`src/rtl/tapdr_pkg.sv`:
```
package tapdr_pkg;
   typedef enum logic [1:0] {
      DSEL_PASS = 2'd0,
      DSEL_IDENT = 2'd1,
      DSEL_EXT = 2'd2
   } dsel_e;
endpackage

```
`src/rtl/tapdr_instr.sv`:
```
module tapdr_instr
   import tapdr_pkg::*;
#(
   parameter int IR_W = 5,
   parameter logic [IR_W-1:0] OP_IDENT = 5'h01,
   parameter logic [IR_W-1:0] OP_EXT = 5'h08,
   parameter bit HAS_IDENT = 1'b1
) (
   input  logic tck,
   input  logic trst_n,
   input  logic tdi,
   input  logic st_reset,
   input  logic st_cap_ir,
   input  logic st_shift_ir,
   input  logic st_upd_ir,
   output logic ir_tdo,
   output dsel_e dsel
);
   localparam logic [IR_W-1:0] CAP_PAT = 1;
   localparam logic [IR_W-1:0] RST_OP = HAS_IDENT ? OP_IDENT : {IR_W{1'b1}};

   logic [IR_W-1:0] sh_q;
   logic [IR_W-1:0] hold_q;

   initial begin
      assert (IR_W >= 2) else $error("instruction width below 2");
      assert (OP_EXT != {IR_W{1'b1}}) else $error("external opcode clashes with pass-through");
      assert (!HAS_IDENT || OP_IDENT != {IR_W{1'b1}}) else $error("identification opcode clashes with pass-through");
      assert (!HAS_IDENT || OP_IDENT != OP_EXT) else $error("identification and external opcodes equal");
   end

   always_ff @(posedge tck or negedge trst_n) begin
      if (!trst_n) sh_q <= CAP_PAT;
      else if (st_cap_ir) sh_q <= CAP_PAT;
      else if (st_shift_ir) sh_q <= {tdi, sh_q[IR_W-1:1]};
   end

   always_ff @(posedge tck or negedge trst_n) begin
      if (!trst_n) hold_q <= RST_OP;
      else if (st_reset) hold_q <= RST_OP;
      else if (st_upd_ir) hold_q <= sh_q;
   end

   assign ir_tdo = sh_q[0];

   generate
      if (HAS_IDENT) begin : g_dec_ident
         always_comb begin
            if (hold_q == OP_IDENT) dsel = DSEL_IDENT;
            else if (hold_q == OP_EXT) dsel = DSEL_EXT;
            else dsel = DSEL_PASS;
         end
      end else begin : g_dec_plain
         always_comb begin
            if (hold_q == OP_EXT) dsel = DSEL_EXT;
            else dsel = DSEL_PASS;
         end
      end
   endgenerate

   AST_CAP_PATTERN: assert property (@(posedge tck) disable iff (!trst_n)
      st_cap_ir |=> (sh_q == CAP_PAT));
   AST_HOLD_STABLE: assert property (@(posedge tck) disable iff (!trst_n)
      (!st_upd_ir && !st_reset) |=> $stable(hold_q));
   AST_RESET_LOAD: assert property (@(posedge tck) disable iff (!trst_n)
      st_reset |=> (hold_q == RST_OP));
   AST_ONES_PASS: assert property (@(posedge tck) disable iff (!trst_n)
      (hold_q == {IR_W{1'b1}}) |-> (dsel == DSEL_PASS));
endmodule

```
`src/rtl/tapdr_pass.sv`:
```
module tapdr_pass (
   input  logic tck,
   input  logic trst_n,
   input  logic tdi,
   input  logic cap,
   input  logic shift,
   output logic pass_tdo
);
   logic bit_q;

   always_ff @(posedge tck or negedge trst_n) begin
      if (!trst_n) bit_q <= 1'b0;
      else if (cap) bit_q <= 1'b0;
      else if (shift) bit_q <= tdi;
   end

   assign pass_tdo = bit_q;

   AST_PASS_ZERO: assert property (@(posedge tck) disable iff (!trst_n)
      cap |=> !bit_q);
endmodule

```
`src/rtl/tapdr_ident.sv`:
```
module tapdr_ident #(
   parameter bit HAS_IDENT = 1'b1,
   parameter logic [3:0] VERSION = 4'h3,
   parameter logic [15:0] PART = 16'hB7C1,
   parameter logic [10:0] MAKER = 11'h23A
) (
   input  logic tck,
   input  logic trst_n,
   input  logic tdi,
   input  logic cap,
   input  logic shift,
   output logic id_tdo
);
   localparam int ID_W = 32;
   localparam logic [ID_W-1:0] ID_VAL = {VERSION, PART, MAKER, 1'b1};

   generate
      if (HAS_IDENT) begin : g_ident
         logic [ID_W-1:0] sr_q;
         always_ff @(posedge tck or negedge trst_n) begin
            if (!trst_n) sr_q <= ID_VAL;
            else if (cap) sr_q <= ID_VAL;
            else if (shift) sr_q <= {tdi, sr_q[ID_W-1:1]};
         end
         assign id_tdo = sr_q[0];

         AST_IDENT_CAPTURE: assert property (@(posedge tck) disable iff (!trst_n)
            cap |=> (sr_q == ID_VAL) && sr_q[0]);
      end else begin : g_none
         assign id_tdo = 1'b0;
      end
   endgenerate
endmodule

```
`src/rtl/tapdr_path.sv`:
```
module tapdr_path
   import tapdr_pkg::*;
#(
   parameter int IR_W = 5,
   parameter logic [IR_W-1:0] OP_IDENT = 5'h01,
   parameter logic [IR_W-1:0] OP_EXT = 5'h08,
   parameter bit HAS_IDENT = 1'b1,
   parameter logic [3:0] VERSION = 4'h3,
   parameter logic [15:0] PART = 16'hB7C1,
   parameter logic [10:0] MAKER = 11'h23A
) (
   input  logic tck,
   input  logic trst_n,
   input  logic tdi,
   input  logic st_reset,
   input  logic st_cap_ir,
   input  logic st_shift_ir,
   input  logic st_upd_ir,
   input  logic st_cap_dr,
   input  logic st_shift_dr,
   input  logic st_upd_dr,
   input  logic xdr_tdo,
   output logic xdr_sel,
   output logic xdr_capture,
   output logic xdr_shift,
   output logic xdr_update,
   output logic tdo,
   output logic tdo_oe
);
   dsel_e dsel;
   logic ir_tdo, pass_tdo, id_tdo, dr_tdo, src;
   logic sel_pass, sel_id;

   tapdr_instr #(.IR_W(IR_W), .OP_IDENT(OP_IDENT), .OP_EXT(OP_EXT), .HAS_IDENT(HAS_IDENT)) u_instr (
      .tck(tck), .trst_n(trst_n), .tdi(tdi),
      .st_reset(st_reset), .st_cap_ir(st_cap_ir), .st_shift_ir(st_shift_ir), .st_upd_ir(st_upd_ir),
      .ir_tdo(ir_tdo), .dsel(dsel));

   assign sel_pass = (dsel == DSEL_PASS);
   assign sel_id = (dsel == DSEL_IDENT);
   assign xdr_sel = (dsel == DSEL_EXT);

   tapdr_pass u_pass (
      .tck(tck), .trst_n(trst_n), .tdi(tdi),
      .cap(st_cap_dr && sel_pass), .shift(st_shift_dr && sel_pass), .pass_tdo(pass_tdo));

   tapdr_ident #(.HAS_IDENT(HAS_IDENT), .VERSION(VERSION), .PART(PART), .MAKER(MAKER)) u_ident (
      .tck(tck), .trst_n(trst_n), .tdi(tdi),
      .cap(st_cap_dr && sel_id), .shift(st_shift_dr && sel_id), .id_tdo(id_tdo));

   assign xdr_capture = st_cap_dr && xdr_sel;
   assign xdr_shift = st_shift_dr && xdr_sel;
   assign xdr_update = st_upd_dr && xdr_sel;

   always_comb begin
      unique case (dsel)
         DSEL_IDENT: dr_tdo = id_tdo;
         DSEL_EXT: dr_tdo = xdr_tdo;
         default: dr_tdo = pass_tdo;
      endcase
   end

   assign src = st_shift_ir ? ir_tdo : dr_tdo;

   always_ff @(negedge tck or negedge trst_n) begin
      if (!trst_n) begin
         tdo <= 1'b0;
         tdo_oe <= 1'b0;
      end else begin
         tdo <= src;
         tdo_oe <= st_shift_ir || st_shift_dr;
      end
   end

   AST_OE_IDLE: assert property (@(negedge tck) disable iff (!trst_n)
      (!st_shift_ir && !st_shift_dr) |=> !tdo_oe);
   AST_EXT_QUIET: assert property (@(posedge tck) disable iff (!trst_n)
      !xdr_sel |-> !(xdr_capture || xdr_shift || xdr_update));
endmodule

```
`config.mk`:
```
export PLATFORM = sky130hd
export DESIGN_NAME = tapdr_path
export DESIGN_NICKNAME = d
export VERILOG_FILES = /design/src/rtl/tapdr_pkg.sv /design/src/rtl/tapdr_instr.sv /design/src/rtl/tapdr_pass.sv /design/src/rtl/tapdr_ident.sv /design/src/rtl/tapdr_path.sv
export SDC_FILE = /design/constraint.sdc
export NUM_CORES = 1
export LEC_CHECK = 0
export ABC_AREA = 1
export BUFFER_PORTS_ARGS = -buffer_cell sky130_fd_sc_hd__buf_2
export CORE_MARGIN = 2
export CORE_UTILIZATION = 58
export DETAILED_ROUTE_END_ITERATION = 8
export PLACE_DENSITY = 0.76
export SLEW_MARGIN = 20
export SYNTH_ARGS = -nofsm -noshare
export SYNTH_HDL_FRONTEND = slang
export SYNTH_SLANG_ARGS = --single-unit
export TNS_END_PERCENT = 20
```
`constraint.sdc`:
```
create_clock -name tck -period 1.7 [get_ports tck]
set_clock_uncertainty 0.15 [all_clocks]
set_input_delay 0.085 -clock tck [delete_from_list [all_inputs] [get_ports tck]]
set_output_delay 0.085 -clock tck [all_outputs]
set_load 0.05 [all_outputs]
```
# --- After elaboration in Yosys (flattened, before gate mapping) ---
# Index checks and enable logic that the tools add are counted.
classes:
  reduce_logical: 13
  muxes: 12
  eq_ne: 4
ops:
  columns: ["operator", "count"]
  rows:
  - ["$mux W32", 2]
  - ["$mux W5", 4]
  - ["$reduce_bool A2 Y1", 4]
  - ["$logic_and A1 B1 Y1", 7]
  - ["$eq A5 B1 Y1 const B", 1]
  - ["$eq A5 B4 Y1 const B", 1]
  - ["$mux W2", 2]
  - ["$mux W1", 3]
  - ["$eq A2 B1 Y1 const B", 1]
  - ["$eq A2 B2 Y1 const B", 1]
  - ["$logic_not A2 Y1", 1]
  - ["$pmux W1 S2", 1]
  - ["$logic_or A1 B1 Y1", 1]
word_totals:
  out_inout_bits: 6
  register_bits: 45
  word_cells: 35

# --- Longest topological paths before layout ---
depth:
  word_depth: 7
  mapped_depth: 9
  ltp_nobuf: 8

# --- Modules after synthesis ---
# A second synthesis with hierarchy kept.
unflattened:
  cells_unflattened: 232
  hier_area_um2: 2010.7
modules_own_cells:
  columns: ["mod", "area_each_um2", "seq_area_each_um2", "instances", "cells_each"]
  rows:
  - ["tapdr_ident", 1318.8, 822.0, 1, 140]
  - ["tapdr_instr", 449.2, 252.7, 1, 55]
  - ["tapdr_path", 197.7, 50.0, 1, 31]
  - ["tapdr_pass", 45.0, 25.0, 1, 6]

==> run metrics <==
Die Span Y=62.9 um; outcome=complete, but fails checks; ratio of cells with drive above 1 in the final layout=32.9%; row count=21; peak supply drop=0.710 mV; failing checks=setup timing; CP Data Required Time=0.90 ns; final worst slack=-0.458 ns; pwr dens=993 mW/mm2; Post-Syn Instances=235; register area share after synthesis=57.2%; Worst-Margin Slew=0.450 ns; clock buffer count from CTS=5; Worst Path Buf+Inv=0; CTS tree=yes; antenna cell count=0; Worst EP arrival=1.36 ns; Synth warnings=0; Die Wd=62.9 um; Critical Path Max Stage Delay=0.59 ns; Routed WL=4310 um; CP Depth=5; global-route wire length before repair=7450 um; post-place setup slack=-0.433 ns; worst-path fanout max=3; vias per cell=5.11; Setup crit end kind=register; setup violators final=6; leakage=1.23 nW; GRT overflow=0; hold path depth=5; Cell variety after synth=23; Final Max Tran Viols=0; pin count of the biggest net entering global routing=37; placed insts=305; Initial Util=60.3%; DRT antenna net count=0; synthesized area=0.00201 mm2; crit-path cells=nand3_1, nand2_2, nor2_2, nor2_1, nor2_1; design area=0.00258 mm2; H-tree depth=2; vias in the first global route=1736; most used cell, CP=nor2_1; Final Non-Filler Cells=332; Avg Inst Size Synth=8.56 um2; clock root buffer=clkbuf_4; initial antenna violation count=0; CP top delay family=flip-flops; I/O pin count=17; cell accounting for the most synthesized area=dfrtp_1; DR vias=1696; Yosys top cell area share=29.9%; drt initial violations=111; global-route usage over all layers=24.5%; Floorplan Core Area=0.00334 mm2; Layout fillers=242; drt drc=0; clock insertion delay at the later pin of the skew report=0.36 ns; Worst-path clk slew=0.12 ns; Routed WL per cell=13.0 um; #FFs+latches synth=45; max_cap viols=0; HPWL Detailed=2660 um; drt pass-1 iters=4; full die area=0.00396 mm2; Hold WC Path Type=input pin to register; Clock Tree Buf Depth=2; GPL Wtd Cong=0.726; Setup crit start kind=register; Slew headroom=70.0%; Area contributors post-synth=dfrtp_1 (30%), dfstp_2 (25%), nand2_1 (11%); PortBufs=16; fin nets=296; critical path's slowest cell=dfstp_2; area delta synth->final=28.4%; Post-Syn Nets=246; WS Path Type=register to register; RSZ-0062 raised after global routing=yes; R2R depth=5; clock sink count=45; Placed Area=0.00223 mm2; Final Hold Vio Count=0
placed cells by master (no fill, tap or decap), types with 3 or more instances in the layout:
cell type and instances:
a21oi_1 3, buf_2 10, buf_4 20, buf_6 8
clkbuf_4 5, dfrtp_1 24, dfstp_2 19, dlygate4sd3_1 13
inv_1 19, inv_2 12, nand2_1 56, nand3_1 21
nor2_1 26, nor2_4 5, o21ai_0 8, o21ai_1 17
worst register-to-register path, delay by kind of cell, from the launching register on:
kind,cells,cell delay (ns)
flip-flops,1,0.59
AND/OR/NAND/NOR,5,0.41
logic make-up after synthesis:
logic type	count (synthesis)	synth area share, %
buffers and inverters	42	9.83
AO/OA/AOI/OAI	30	7.46
flip-flops	45	57.2
AND/OR/NAND/NOR	118	25.6
synth_stat cells, drive strengths merged:
cell type,number
nand3,22
dfrtn,2
nor3,1
clkbuf,2
buf,7
a21oi,3
dfstp,19
or2,1
nand2,58
dfrtp,24
o21ai,27
inv,33
nor2,33
nand4,3
final cells by class:
class	instances	area, um2	share of cell area (%)
Sequential cell	45	1150	44.5
Multi-Input combinational cell	148	712	27.6
Timing Repair Buffer	52	440	17.1
Inverter	33	134	5.18
Tap cell	46	57.6	2.23
Clock buffer	6	51.3	1.99
Clock inverter	2	37.5	1.45
where the power goes:
group | switching, mW | total (mW) | internal (mW)
registers | 0.0899 | 1.37 | 1.28
clock network | 0.346 | 0.696 | 0.350
logic | 0.291 | 0.497 | 0.207
total | 0.727 | 2.57 | 1.84
path summary, 6_finish.rpt:
kind,from,end,slack [ns]
max,u_instr.hold_q[0]$_DFFE_PN1P_,tdo$_DFF_NN0_,-0.46
min,st_shift_ir,u_instr.sh_q[3]$_DFFE_PN0P_,0.07
max reg2reg,u_instr.hold_q[0]$_DFFE_PN1P_,tdo$_DFF_NN0_,-0.46
min reg2reg,u_ident.g_ident.sr_q[11]$_DFFE_PN0P_,u_ident.g_ident.sr_q[11]$_DFFE_PN0P_,0.35
max in group asynchronous,trst_n,tdo$_DFF_NN0_,0.53
min in group asynchronous,trst_n,u_ident.g_ident.sr_q[10]$_DFFE_PN1P_,0.13
metal layers:
layer	vias up	global-route usage (%)	part of all wire [%]
met4	0	9.44	2.4
met1	809	30.0	44
met2	44	41.6	50
li1	833	-	-
met3	10	6.13	3.9
met5	-	0	0
sequential cells by signal (all words and copies together) (netlist names):
name / flops
tdo_oe: 1
u_instr.sh_q: 5
u_pass.pass_tdo: 1
u_instr.hold_q: 5
tdo: 1
u_ident.g_ident.sr_q: 32
stage by stage:
stage	utilization (%)	power (mW)	setup TNS, ns	hold slack (ns)
2_1_floorplan	-	1.69	-0.442	-0.361
5_1_grt	77.4	2.71	-1.78	0.0710
6_report	77.4	2.57	-1.38	0.0689
3_3_place_gp	66.8	1.80	-0.384	-0.188
3_5_place_dp	66.8	1.82	-0.459	-0.185
4_1_cts	76.1	2.55	-1.33	0.0120
what timing repair did:
| item | 4_1_cts | 5_1_grt |
|---|---|---|
| pin swaps | 2 | 4 |
| resized for setup | 17 | 12 |
| hold buffers | 13 | 0 |
| buffers inserted | 5 | 1 |
| setup endpoints to repair | 6 | 26 |
| endpoints found under the hold margin | 38 | 0 |
(Power assumes the default switching activity.)
